[src/rtl/lpseq_pkg.sv]
`timescale 1ns/1ps
package lpseq_pkg;
  localparam int unsigned MODE_W = 3;
  typedef logic [MODE_W-1:0] mode_t;

  localparam mode_t MODE_NONE = mode_t'(0);
  localparam mode_t MODE_PD   = mode_t'(1);
  localparam mode_t MODE_PDG  = mode_t'(2);

  typedef enum logic [2:0] {
    ST_AWAKE    = 3'd0,
    ST_PD       = 3'd1,
    ST_CKEOFF   = 3'd2,
    ST_PDG      = 3'd3,
    ST_UNG_REF  = 3'd4,
    ST_UNG_EXIT = 3'd5,
    ST_WAKE     = 3'd6,
    ST_GRANT    = 3'd7
  } lp_state_e;
endpackage

[src/rtl/lpseq_rst_sync.sv]
`timescale 1ns/1ps
module lpseq_rst_sync #(
  parameter int unsigned STAGES = 2
) (
  input  logic clk,
  input  logic rst_n_i,
  output logic rst_n_o
);
  logic [STAGES-1:0] sync_q;

  always_ff @(posedge clk or negedge rst_n_i) begin
    if (!rst_n_i) begin
      sync_q <= '0;
    end else begin
      sync_q <= {sync_q[STAGES-2:0], 1'b1};
    end
  end

  assign rst_n_o = sync_q[STAGES-1];
endmodule

[src/rtl/lpseq_mode_decode.sv]
`timescale 1ns/1ps
module lpseq_mode_decode
  import lpseq_pkg::*;
(
  input  mode_t mode_req_i,
  input  logic  mobile_i,
  output mode_t eff_mode_o
);
  // Unsupported codes fold to awake; clock stop folds to plain
  // power-down when the device may not lose its clock.
  always_comb begin
    unique case (mode_req_i)
      MODE_PD:  eff_mode_o = MODE_PD;
      MODE_PDG: eff_mode_o = mobile_i ? MODE_PDG : MODE_PD;
      default:  eff_mode_o = MODE_NONE;
    endcase
  end
endmodule

[src/rtl/lpseq_gap_timer.sv]
`timescale 1ns/1ps
module lpseq_gap_timer #(
  parameter int unsigned GAP_CYCLES = 15
) (
  input  logic clk,
  input  logic rst_n,
  input  logic load_i,
  output logic expired_o
);
  localparam int unsigned CW = $clog2(GAP_CYCLES + 1);

  logic [CW-1:0] cnt_q, cnt_d;
  logic          cnt_en;

  assign expired_o = (cnt_q == '0);
  assign cnt_en    = load_i | ~expired_o;

  always_comb begin
    if (load_i) begin
      cnt_d = CW'(GAP_CYCLES);
    end else begin
      cnt_d = cnt_q - 1'b1;
    end
  end

  always_ff @(posedge clk or negedge rst_n) begin
    if (!rst_n) begin
      cnt_q <= '0;
    end else if (cnt_en) begin
      cnt_q <= cnt_d;
    end
  end
endmodule

[src/rtl/lpseq_fsm.sv]
`timescale 1ns/1ps
module lpseq_fsm
  import lpseq_pkg::*;
(
  input  logic  clk,
  input  logic  rst_n,
  input  mode_t eff_mode_i,
  input  logic  ref_req_i,
  input  logic  ref_done_i,
  input  logic  gap_expired_i,
  output logic  exit_done_o,
  output logic  cke_o,
  output logic  mclk_en_o,
  output logic  ref_grant_o,
  output mode_t lp_mode_o
);
  lp_state_e state_q, state_d;
  mode_t     mode_q, mode_d;
  logic      mode_en;
  logic      cke_d, mclk_en_d, grant_d;

  // Next-state logic
  always_comb begin
    state_d     = state_q;
    mode_d      = mode_q;
    exit_done_o = 1'b0;
    unique case (state_q)
      ST_AWAKE: begin
        if (gap_expired_i && !ref_req_i && (eff_mode_i != MODE_NONE)) begin
          mode_d  = eff_mode_i;
          state_d = (eff_mode_i == MODE_PDG) ? ST_CKEOFF : ST_PD;
        end
      end
      ST_PD: begin
        if (ref_req_i) begin
          state_d = ST_WAKE;
        end else if (eff_mode_i != mode_q) begin
          state_d     = ST_AWAKE;
          mode_d      = MODE_NONE;
          exit_done_o = 1'b1;
        end
      end
      ST_CKEOFF: state_d = ST_PDG;
      ST_PDG: begin
        if (ref_req_i) begin
          state_d = ST_UNG_REF;
        end else if (eff_mode_i != mode_q) begin
          state_d = ST_UNG_EXIT;
        end
      end
      ST_UNG_REF: state_d = ST_WAKE;
      ST_UNG_EXIT: begin
        state_d     = ST_AWAKE;
        mode_d      = MODE_NONE;
        exit_done_o = 1'b1;
      end
      ST_WAKE: state_d = ST_GRANT;
      ST_GRANT: begin
        if (ref_done_i) begin
          state_d = (mode_q == MODE_PDG) ? ST_CKEOFF : ST_PD;
        end
      end
      default: begin
        state_d = ST_AWAKE;
        mode_d  = MODE_NONE;
      end
    endcase
  end

  // Output decode from the next state, so pins come straight from flops
  always_comb begin
    cke_d     = (state_d == ST_AWAKE) || (state_d == ST_WAKE) || (state_d == ST_GRANT);
    mclk_en_d = (state_d != ST_PDG);
    grant_d   = (state_d == ST_GRANT);
  end

  assign mode_en = (mode_d != mode_q);

  always_ff @(posedge clk or negedge rst_n) begin
    if (!rst_n) begin
      state_q     <= ST_AWAKE;
      cke_o       <= 1'b1;
      mclk_en_o   <= 1'b1;
      ref_grant_o <= 1'b0;
    end else begin
      state_q     <= state_d;
      cke_o       <= cke_d;
      mclk_en_o   <= mclk_en_d;
      ref_grant_o <= grant_d;
    end
  end

  always_ff @(posedge clk or negedge rst_n) begin
    if (!rst_n) begin
      mode_q <= MODE_NONE;
    end else if (mode_en) begin
      mode_q <= mode_d;
    end
  end

  assign lp_mode_o = mode_q;
endmodule

[src/rtl/dram_lp_sequencer.sv]
`timescale 1ns/1ps
module dram_lp_sequencer
  import lpseq_pkg::*;
#(
  parameter int unsigned GAP_CYCLES  = 15,
  parameter int unsigned SYNC_STAGES = 2
) (
  input  logic              clk,
  input  logic              rst_n,
  input  logic [MODE_W-1:0] mode_req_i,
  input  logic              mobile_i,
  input  logic              ref_req_i,
  input  logic              ref_done_i,
  output logic              cke_o,
  output logic              mclk_en_o,
  output logic              ref_grant_o,
  output logic [MODE_W-1:0] lp_mode_o
);
  logic  rst_core_n;
  mode_t eff_mode;
  logic  gap_expired;
  logic  exit_done;

  lpseq_rst_sync #(.STAGES(SYNC_STAGES)) u_rst_sync (
    .clk     (clk),
    .rst_n_i (rst_n),
    .rst_n_o (rst_core_n)
  );

  lpseq_mode_decode u_decode (
    .mode_req_i (mode_req_i),
    .mobile_i   (mobile_i),
    .eff_mode_o (eff_mode)
  );

  lpseq_gap_timer #(.GAP_CYCLES(GAP_CYCLES)) u_gap (
    .clk       (clk),
    .rst_n     (rst_core_n),
    .load_i    (exit_done),
    .expired_o (gap_expired)
  );

  lpseq_fsm u_fsm (
    .clk           (clk),
    .rst_n         (rst_core_n),
    .eff_mode_i    (eff_mode),
    .ref_req_i     (ref_req_i),
    .ref_done_i    (ref_done_i),
    .gap_expired_i (gap_expired),
    .exit_done_o   (exit_done),
    .cke_o         (cke_o),
    .mclk_en_o     (mclk_en_o),
    .ref_grant_o   (ref_grant_o),
    .lp_mode_o     (lp_mode_o)
  );
endmodule

[config.mk]
export PLATFORM = sky130hd
export DESIGN_NAME = dram_lp_sequencer
export DESIGN_NICKNAME = d
export VERILOG_FILES = /design/src/rtl/lpseq_pkg.sv /design/src/rtl/lpseq_rst_sync.sv /design/src/rtl/lpseq_mode_decode.sv /design/src/rtl/lpseq_gap_timer.sv /design/src/rtl/lpseq_fsm.sv /design/src/rtl/dram_lp_sequencer.sv
export SDC_FILE = /design/constraint.sdc
export NUM_CORES = 1
export LEC_CHECK = 0
export BUFFER_PORTS_ARGS = -buffer_cell sky130_fd_sc_hd__buf_2
export CAP_MARGIN = 20
export CORE_MARGIN = 2
export CORE_UTILIZATION = 52
export CTS_BUF_LIST = sky130_fd_sc_hd__clkbuf_4
export CTS_CLUSTER_SIZE = 28
export DETAILED_ROUTE_END_ITERATION = 10
export HOLD_SLACK_MARGIN = 0.03
export PLACE_DENSITY = 0.77
export SLEW_MARGIN = 20
export SYNTH_ARGS = -nofsm -noshare
export SYNTH_HDL_FRONTEND = slang
export SYNTH_SLANG_ARGS = --single-unit
export TNS_END_PERCENT = 50
[constraint.sdc]
create_clock -name clk -period 0.8 [get_ports clk]
set_input_delay 0.08 -clock clk [delete_from_list [all_inputs] [get_ports clk]]
set_output_delay 0.08 -clock clk [all_outputs]
set_load 0.01 [all_outputs]
Word level (Yosys, flattened, before mapping). Cells that the tools add are included.

Bits in registers: 15. Bits of input ports: 8. Output and inout bits: 6. Word-level logic and storage cells: 54.

Add/subtract/negate cells: 1. Eq/ne operators: 16. Mux-type cells: 19. Bitwise logic cells: 2. Reductions and logical operators: 9.

Operators with widths (number): two-way mux 3 bit (9); one-hot mux 3 bit (8 select lines) (1); equality test 3 bit (second input constant) (6); equality test 3 x 2 -> 1 bit (second input constant) (5); one-hot mux 3 bit (3 select lines) (1); equality test 3 x 1 -> 1 bit (second input constant) (2); logical NOT 3 bit (2); two-way mux 2 bit (3); != test 3 bit (2); one-hot mux 3 bit (2 select lines) (1); logical NOT 4 bit (1); two-way mux 4 bit (1); subtractor 4 x 1 -> 4 bit (second input constant) (1); != test 3 x 2 -> 1 bit (second input constant) (1); nonzero test 3 bit (1); logical AND 1 bit (2); logical OR 1 bit (2); two-way mux 1 bit (2); one-hot mux 1 bit (2 select lines) (1); logical NOT 1 bit (1); inverter 1 bit (1); bitwise OR 1 bit (1).

Depth between registers and ports, before layout. Gate-level depths: netlist (run 1).

Word-level depth: 9. Mapped depth: 8. Gate-level depth less buffers: 7.

Cells and area by module. From an unflattened synthesis (run 1), not the netlist that was laid out.

Cells, all modules: 89. Area total of the unflattened synthesis: 890.9 um2.

By module, submodules not included: lpseq_fsm (instances 1, cells an instance 59, area each 571.8 um2, sequential area each 227.7 um2); lpseq_gap_timer (instances 1, cells an instance 21, area each 220.2 um2, sequential area each 100.1 um2); lpseq_rst_sync (instances 1, cells an instance 3, area each 53.8 um2, sequential area each 50.0 um2); lpseq_mode_decode (instances 1, cells an instance 6, area each 45.0 um2, sequential area each 0.0 um2).

Worst setup path before layout (run 1). No wires, ideal clock.

Path kind: reg2reg. Start point: register u_gap.cnt_q[0]. End point: register u_fsm.mode_q[0], in the netlist u_fsm.lp_mode_o[0]. Arrival time: 1.759 ns. Setup slack: -1.025 ns. Stages on the path, launching flop included: 9. Path buffers: 1. Clock period less this slack: 1.825 ns. Cells stage by stage: dfrtp_1 inv_1 ha_1 or3b_1 clkbuf_1 nor3_1 nand3_1 nor4_1 a31o_1.

Word-level cells in the longest chain between the ends: 6.

RTL lines: start, declared (line lpseq_gap_timer.sv:12) `logic [CW-1:0] cnt_q, cnt_d;`; start signal, assigned (line lpseq_gap_timer.sv:30) `cnt_q <= cnt_d;`; logical NOT 4 bit * (line lpseq_gap_timer.sv:15) `assign expired_o = (cnt_q == '0);`; logical AND 1 bit * (2 in series) (line lpseq_fsm.sv:29) `if (gap_expired_i && !ref_req_i && (eff_mode_i != MODE_NONE)) begin`; two-way mux 3 bit * (line lpseq_fsm.sv:29); one-hot mux 3 bit (3 select lines) * (line lpseq_fsm.sv:27) `unique case (state_q)`; != test 3 bit (line lpseq_fsm.sv:77) `assign mode_en = (mode_d != mode_q);`; end signal, assigned (line lpseq_fsm.sv:97) `mode_q <= mode_d;`; end, declared (line lpseq_fsm.sv:18) `mode_t mode_q, mode_d;`.

Mark *: on every way between the ends. The rest lies on a longest branch, timed or not. A chain may end at the register's enable or synchronous reset.

Worst setup path in the final report (run 1).
Start point: register u_gap.cnt_q[1]. End point: register u_fsm.cke_o.

Word-level cells in the longest chain between the ends: 8. Elaborated cells between the ends (all ways): 10. Classes of those cells: eq/ne (2); mux (2); reduce/logical (6).

RTL lines: logical NOT 4 bit * (line lpseq_gap_timer.sv:15); logical AND 1 bit * (2 in series) (line lpseq_fsm.sv:29); two-way mux 3 bit * (line lpseq_fsm.sv:29); one-hot mux 3 bit (8 select lines) * (line lpseq_fsm.sv:27); equality test 3 bit or logical NOT 3 bit (tied branches) (line lpseq_fsm.sv:72) `cke_d = (state_d == ST_AWAKE) || (state_d == ST_WAKE) || (state_d == ST_GRANT);`; logical OR 1 bit (line lpseq_fsm.sv:72); logical OR 1 bit * (line lpseq_fsm.sv:72); net u_fsm.cke_d (line lpseq_fsm.sv:20) `logic cke_d, mclk_en_d, grant_d;`; end signal, assigned (line lpseq_fsm.sv:87) `cke_o <= cke_d;`; end, declared (line lpseq_fsm.sv:12) `output logic cke_o,`.

The timed path passes the listed nets; every way through them passes the cells marked *.

==> results.md, run 1 <==
- N_diodes: 0
- Initial antenna violation count: 0
- Final worst-path cycle share: 228%
- Synth top area cells: dfrtp_1, dfstp_2, nand2_1
- Die width: 45.6 um
- Min-delay worst type: input port to register
- Rows: 15
- Gpl congestion: between 0.8 and 0.9
- CTS buffer count: 3
- Sequential fraction of the synthesis area: 41.9%
- Final Max Slew Viols: 0
- Startpoint Class: register
- Post-Synth Adder-Cell Area: about 2.8%
- Max-cap viol count: 0
- Max H-tree Level: 1
- DR WL/cell: about 16 um
- Post-Syn Nets: between 100 and 150
- Ys Warns: 0
- I/O pins: 14
- Pre-Repair DR Iteration Count: 4
- Outcome: finished, violations left
- Finished Layout Cells: around 160
- Yosys reg bits: 15
- Final setup violation count: 19
- Post-Synthesis Cells: between 90 and 100
- Commonest non-fill, non-tap cell in the layout: buf_4
- Die height: roughly 46 um
- Clk root buf: clkbuf_4
- Initial Utilization: between 50% and 60%
- CP endpoint kind: register
- Mux contribution to synthesized area: 0%
- Area leader, netlist: dfrtp_1
- Later-pin clock latency in the skew report: about 0.3 ns
- P_leak: about 0.64 nW
- Arr. time, crit path: 2.05 ns
- Nets@finish: 153
- Routed WL: roughly 2.6 mm
- Violated checks: negative setup slack
- Global-route wire length before repair: approximately 3.6 mm
- M1 GR Usage: 28.3%
- EDFF count, synth: 0
- CTS tree: built
- Critical Path Slowest Stage Cell: dfrtp_1
- Skew final: between 0.003 and 0.004 ns
- CP cell instances: inv_2, ha_4, or3b_4, o31ai_1, o21ai_1, a211oi_2, a211oi_2
- Setup CP Type: register to register
- Endpoints failing hold: 0
- Met3 usage: 2.78%
- CTS max path bufs: 2
- Minimum clock period: around 1.8 ns
- CP most frequent cell: a211oi_2
- Power Density: about 3300 nW/um^2
- Synth Area in Simple Gates: 25.3%
- CP max stage delay: 0.44 ns
- RSZ-0062 raised after global routing: yes
- Max VDD drop: approximately 2.3 mV
- Synthesized area per cell: around 9.5 um^2
- Fraction of registers with async set/reset: 100%
- Area grow syn2layout: 55.0%
- Share of the synthesized area in the top cell type: a little over a third
- Number of global-route vias before repair: about 860
- Commonest non-fill, non-tap cells in the layout: buf_4, dfrtp_1, buf_2, buf_6
- Worst-path fanout max: 4
- Critical Path RT: ~1.0 ns
- Ys flop type: dfrtp_1
- Vias per cell: just over 6
- Buffers on Ports: 13
- Initial DRC count: 21
- Clk sinks: 15
- Reg clk slew, reported paths: 0.10 ns
- Inst Count DP: 151
- DRT antenna net count: 0
- GR Layer Usage met2: between 40 and 50%
- Max Clock Freq: ~550 MHz
- Worst hold margin: between 0.04 and 0.05 ns
- Power Total: about 4.6 mW
- Register-to-Register Path Depth: 7
- Xor and xnor area share after synthesis: 3.89%
- Synthesized area: about 900 um^2
- Core area: 1670 um^2
- Share of cells above drive strength 1: around 54%
- Cells on Worst Hold Path: 3
- Compound-Gate Fraction of Synth Area: 21.8%
- Largest net degree at the start of global routing: 11
- Die ar.: about 2100 um^2
- Synth cell types: 40
- Via count: just under 1,000
- Largest family of logic cells by synthesized area: simple AND/OR/NAND/NOR gates
- GRT Residual Overflow: 0
- DP Wirelength: ~1.8 mm
- Worst setup margin: -1.02 ns
- Busiest grt layer: met2
- DRC errors left: 0
- Total GRT Usage: 25.1%
## Yosys cell counts (2+ instances only)
cell type   n
o31ai_1     2
inv_1       4
dfrtp_1    13
clkbuf_1    4
ha_1        2
nand2b_1    2
nand2_1     9
a21oi_1     6
xnor2_1     3
dfstp_2     2
o21ai_0     6
nor3_1      5
nor2_1      8
nand3_1     2
nor2b_1     2
## metal layers
metal,share of wire (%),up-vias,wire (um)
met5,0,-,0
met3,5.9,19,152
li1,-,438,-
met2,50,52,1300
met1,40,456,1040
met4,4.0,0,105
## final timing paths
| path | start | endpoint | slack (ns) |
|---|---|---|---|
| hold reg to reg | u_rst_sync.sync_q[1] | u_gap.cnt_q[3] | 0.18 |
| setup / recovery | u_gap.cnt_q[1] | u_fsm.cke_o | -1.02 |
| hold / removal | ref_done_i | u_fsm.ref_grant_o | 0.05 |
| max in group asynchronous | u_rst_sync.sync_q[1] | u_fsm.mclk_en_o | 0.41 |
| setup reg to reg | u_gap.cnt_q[1] | u_fsm.cke_o | -1.02 |
| min in group asynchronous | rst_n | u_rst_sync.sync_q[1] | 0.09 |
## worst max-delay path, delay by kind of cell, from the launching register on
family | cells | cell delay (ns)
simple gates | 1 | 0.41
compound gates | 4 | 0.65
flops | 1 | 0.44
buf+inv | 1 | 0.11
fa+ha+maj | 1 | 0.13
## through the flow
stage	TNS (ns)	utilization (%)	setup WS, ns	cell area [um^2]
after global routing	-12.06	83.6	-1.09	1400
after global placement	-9.13	73.1	-0.883	1220
final	-11.20	83.6	-1.02	1400
after CTS	-10.45	80.1	-0.886	1340
after floorplan	-8.47	-	-0.893	926
after detailed placement	-9.91	73.1	-0.964	1220
## flip-flops by register name (all words and copies together), names as in the netlist
register and cells:
u_gap.cnt_q 4, u_fsm.lp_mode_o 3, u_fsm.state_q 3, u_rst_sync.sync_q 2
u_fsm.cke_o 1, u_fsm.mclk_en_o 1, u_fsm.ref_grant_o 1
## where the power goes
group	switching (mW)	internal (mW)	leakage, nW
clock network	0.288	0.191	0.0139
registers	0.203	1.07	0.177
logic	1.33	1.48	0.450
total	1.82	2.74	0.641
## timing repair
| action | CTS | global route |
|---|---|---|
| endpoints found under the setup margin | 19 | 19 |
| pin swaps | 3 | 3 |
| endpoints found under the hold margin | 2 | 0 |
| setup buffers | 2 | 1 |
| gates resized for setup | 15 | 11 |
| hold buffers | 1 | 0 |
## logic make-up (layout without fill, tap and decap cells)
family                     Yosys count  after routing
AOI/OAI and AO/OA                   26             26
xor gates and xnor gates             4              4
adders and majority gates            2              2
buffers and inverters                9             56
DFF                                 15             15
other                                1              1
and+or+nand+nor                     38             38
## layout make-up
class,instances,area [um^2]
clock inverters,1,7.51
repair buffers,48,374
flip-flops and latches,15,380
multi-input cells,71,576
clock buffers,3,22.5
fillers,88,274
inverters,4,15.0
well taps,17,21.3
Power figures use the tool's default switching activity.
==> run 2: changes to the inputs <==
Settings changed: CORE_MARGIN 2 to 1.
==> run 2 against run 1 <==
Compared with the run above: via count grew 20%; worst setup slack lost 0.012 ns; the run ends with design-rule violations, negative setup slack left; non-clock buffer count grew 5; routed wire length grew 67%; flip-flop and latch count is the same; combinational power grew 26%; critical path depth grew 1.
==> results.md, run 2 (synthesis results as in run 1) <==
- Outcome: finished, violations left (unchanged)
- Violated checks: design-rule violations, negative setup slack (was negative setup slack)
- Max-cap viol count: 0 (unchanged)
- Endpoints failing hold: 0 (unchanged)
- Max VDD drop: 2.26 mV (about the same)
- RSZ-0062 raised after global routing: yes (unchanged)
- CTS max path bufs: 2 (unchanged)
- Flop-to-flop setup slack: -1.04 ns (was -1.02 ns)
- Max H-tree Level: 1 (unchanged)
- Global-route wire length before repair: 5.29 mm (was 3.59 mm)
- Via count: 1,160 (was 965)
- Transition time of the tightest slew-check pin: between 0.5 and 0.6 ns
- DP Worst Slack: -0.955 ns (was -0.964 ns)
- Later-pin clock latency in the skew report: 0.30 ns (about the same)
- DR WL/cell: 26.6 um (was 16.3 um)
- Power Density: 3550 nW/um^2 (was 3270 nW/um^2)
- Final worst-path cycle share: 229% (was 228%)
- Die ar.: 1900 um^2 (was 2080 um^2)
- Die height: 43.6 um (was 45.6 um)
- Critical Path Slowest Stage Cell: dfrtp_1 (unchanged)
- Register-to-Register Path Depth: 8 (was 7)
- Total GRT Usage: 39.5% (was 25.1%)
- Reg2reg end: u_fsm.cke_o (unchanged)
- Pre-Repair DR Iteration Count: 7 (was 4)
- Startpoint Class: register (unchanged)
- Max Clock Freq: 545 MHz (was 548 MHz)
- Worst-path fanout max: 3 (was 4)
- DRT antenna net count: 0 (unchanged)
- Initial DRC count: 74 (was 21)
- Inst Count DP: 148 (was 151)
- Worst setup margin: -1.04 ns (was -1.02 ns)
- Clk root buf: clkbuf_4 (unchanged)
- N_diodes: 0 (unchanged)
- Buffers on Ports: 13 (unchanged)
- Critical R2R Launch: u_gap.cnt_q[1] (unchanged)
- Number of global-route vias before repair: 1,106 (was 861)
- Most flop-heavy register: u_gap.cnt_q (unchanged)
- Max reg flops: 4 (unchanged)
- GRT Residual Overflow: 0 (unchanged)
- Clk sinks: 15 (unchanged)
- Setup CP Type: register to register (unchanged)
- Initial antenna violation count: 0 (unchanged)
- Rows: 14 (was 15)
- CTS buffer count: 3 (unchanged)
- P_leak: 0.680 nW (was 0.641 nW)
- CP cell instances: inv_2, ha_4, or3b_4, nor3_4, buf_6, a311oi_4, nor2_2, a211oi_2 (was inv_2, ha_4, or3b_4, o31ai_1, o21ai_1, a211oi_2, a211oi_2)
- Initial Utilization: 57.8% (was 53.9%)
- Final Max Slew Viols: 0 (unchanged)
- Finished Layout Cells: 163 (was 159)
- CP endpoint kind: register (unchanged)
- Reg clk slew, reported paths: 0.12 ns (was 0.10 ns)
- Normalized max-slew margin: between 60% and 70%
- Largest net degree at the start of global routing: 11 (unchanged)
- DP Wirelength: 1.73 mm (was 1.76 mm)
- Final setup violation count: 19 (unchanged)
- Die width: 43.6 um (was 45.6 um)
- Util after Layout: 96.8% (was 83.6%)
- Commonest non-fill, non-tap cells in the layout: buf_4, buf_6, dfrtp_1, buf_2, nand2_1 (was buf_4, dfrtp_1, buf_2, buf_6)
- Critical Path RT: 1.01 ns (was 1.03 ns)
- Vias per cell: 7.12 (was 6.07)
- CP max stage delay: 0.43 ns (was 0.44 ns)
- CTS tree: built (unchanged)
- Nets@finish: 158 (was 153)
- Setup TNS: -12.14 ns (was -11.20 ns)
- Minimum clock period: 1.84 ns (was 1.82 ns)
- Routed WL: 4.33 mm (was 2.60 mm)
- I/O pins: 14 (unchanged)
- Power Total: 5.36 mW (was 4.56 mW)
- DRC errors left: 1 (was 0)
- Core area: 1560 um^2 (was 1670 um^2)
- Area grow syn2layout: 67.5% (was 55.0%)
- Gpl congestion: 0.869 (was 0.821)
- Share of cells above drive strength 1: 60.5% (was 54.2%)
- Min-delay worst type: input port to asynchronous set/reset pin (was input port to register)
- Commonest non-fill, non-tap cell in the layout: buf_4 (unchanged)
- Skew final: 0.0132 ns (was 0.00356 ns)
- Arr. time, crit path: 2.05 ns (about the same)
-- run 2: final cells by class --
class	instances	area (um^2)
well taps	16	20.0
inverters	4	15.0
fillers	32	50.0
clock buffers	3	22.5
flip-flops and latches	15	380
repair buffers	53	445
multi-input cells	71	618
clock inverters	1	7.51
-- run 2: routing by layer --
layer | up-vias | routed length, um | GRT usage [%]
li1 | 451 | - | -
met2 | 125 | 2080 | 69.9
met3 | 57 | 499 | 8.75
met5 | - | 0 | 0
met1 | 527 | 1340 | 44.2
met4 | 0 | 414 | 20.0
-- run 2: worst max-delay path, delay by kind of cell, from the launching register on --
family | cells | cell delay (ns)
adder cells (fa/ha/maj) | 1 | 0.14
buffers and inverters | 2 | 0.24
AND/OR/NAND/NOR | 3 | 0.75
flip-flops | 1 | 0.43
AO/OA/AOI/OAI | 2 | 0.17
-- run 2: per-stage QoR --
step / hold slack [ns] / instance area (um^2)
2_1_floorplan: -0.216 / 926
3_5_place_dp: -0.133 / 1220
4_1_cts: 0.0620 / 1440
5_1_grt: 0.0770 / 1510
3_3_place_gp: -0.136 / 1220
6_report: 0.0931 / 1510
-- run 2: worst max-delay path by stage --
stage / from / to / slack, ns
finish: u_gap.cnt_q[1] / u_fsm.cke_o / -1.04
global route: u_fsm.state_q[1] / u_fsm.cke_o / -1.08
CTS: u_gap.cnt_q[0] / u_fsm.lp_mode_o[0] / -0.97
detailed placement: u_gap.cnt_q[0] / u_fsm.lp_mode_o[0] / -0.95
global placement: u_gap.cnt_q[0] / u_fsm.lp_mode_o[0] / -0.88
floorplan: u_gap.cnt_q[0] / u_fsm.lp_mode_o[0] / -0.89
-- run 2: power by group --
| part | leakage [nW] | total [mW] | switching, mW | internal (mW) |
|---|---|---|---|---|
| sequential | 0.177 | 1.32 | 0.251 | 1.07 |
| clock | 0.0139 | 0.504 | 0.314 | 0.190 |
| combinational | 0.489 | 3.53 | 1.83 | 1.70 |
| total | 0.680 | 5.36 | 2.40 | 2.96 |
-- run 2: repair_timing --
item,CTS,global route
endpoints found under the setup margin,19,19
pin swaps,11,18
hold buffers,1,0
hold endpoints to repair,2,0
resized for setup,28,14
gates cloned,0,0
setup buffers,8,3
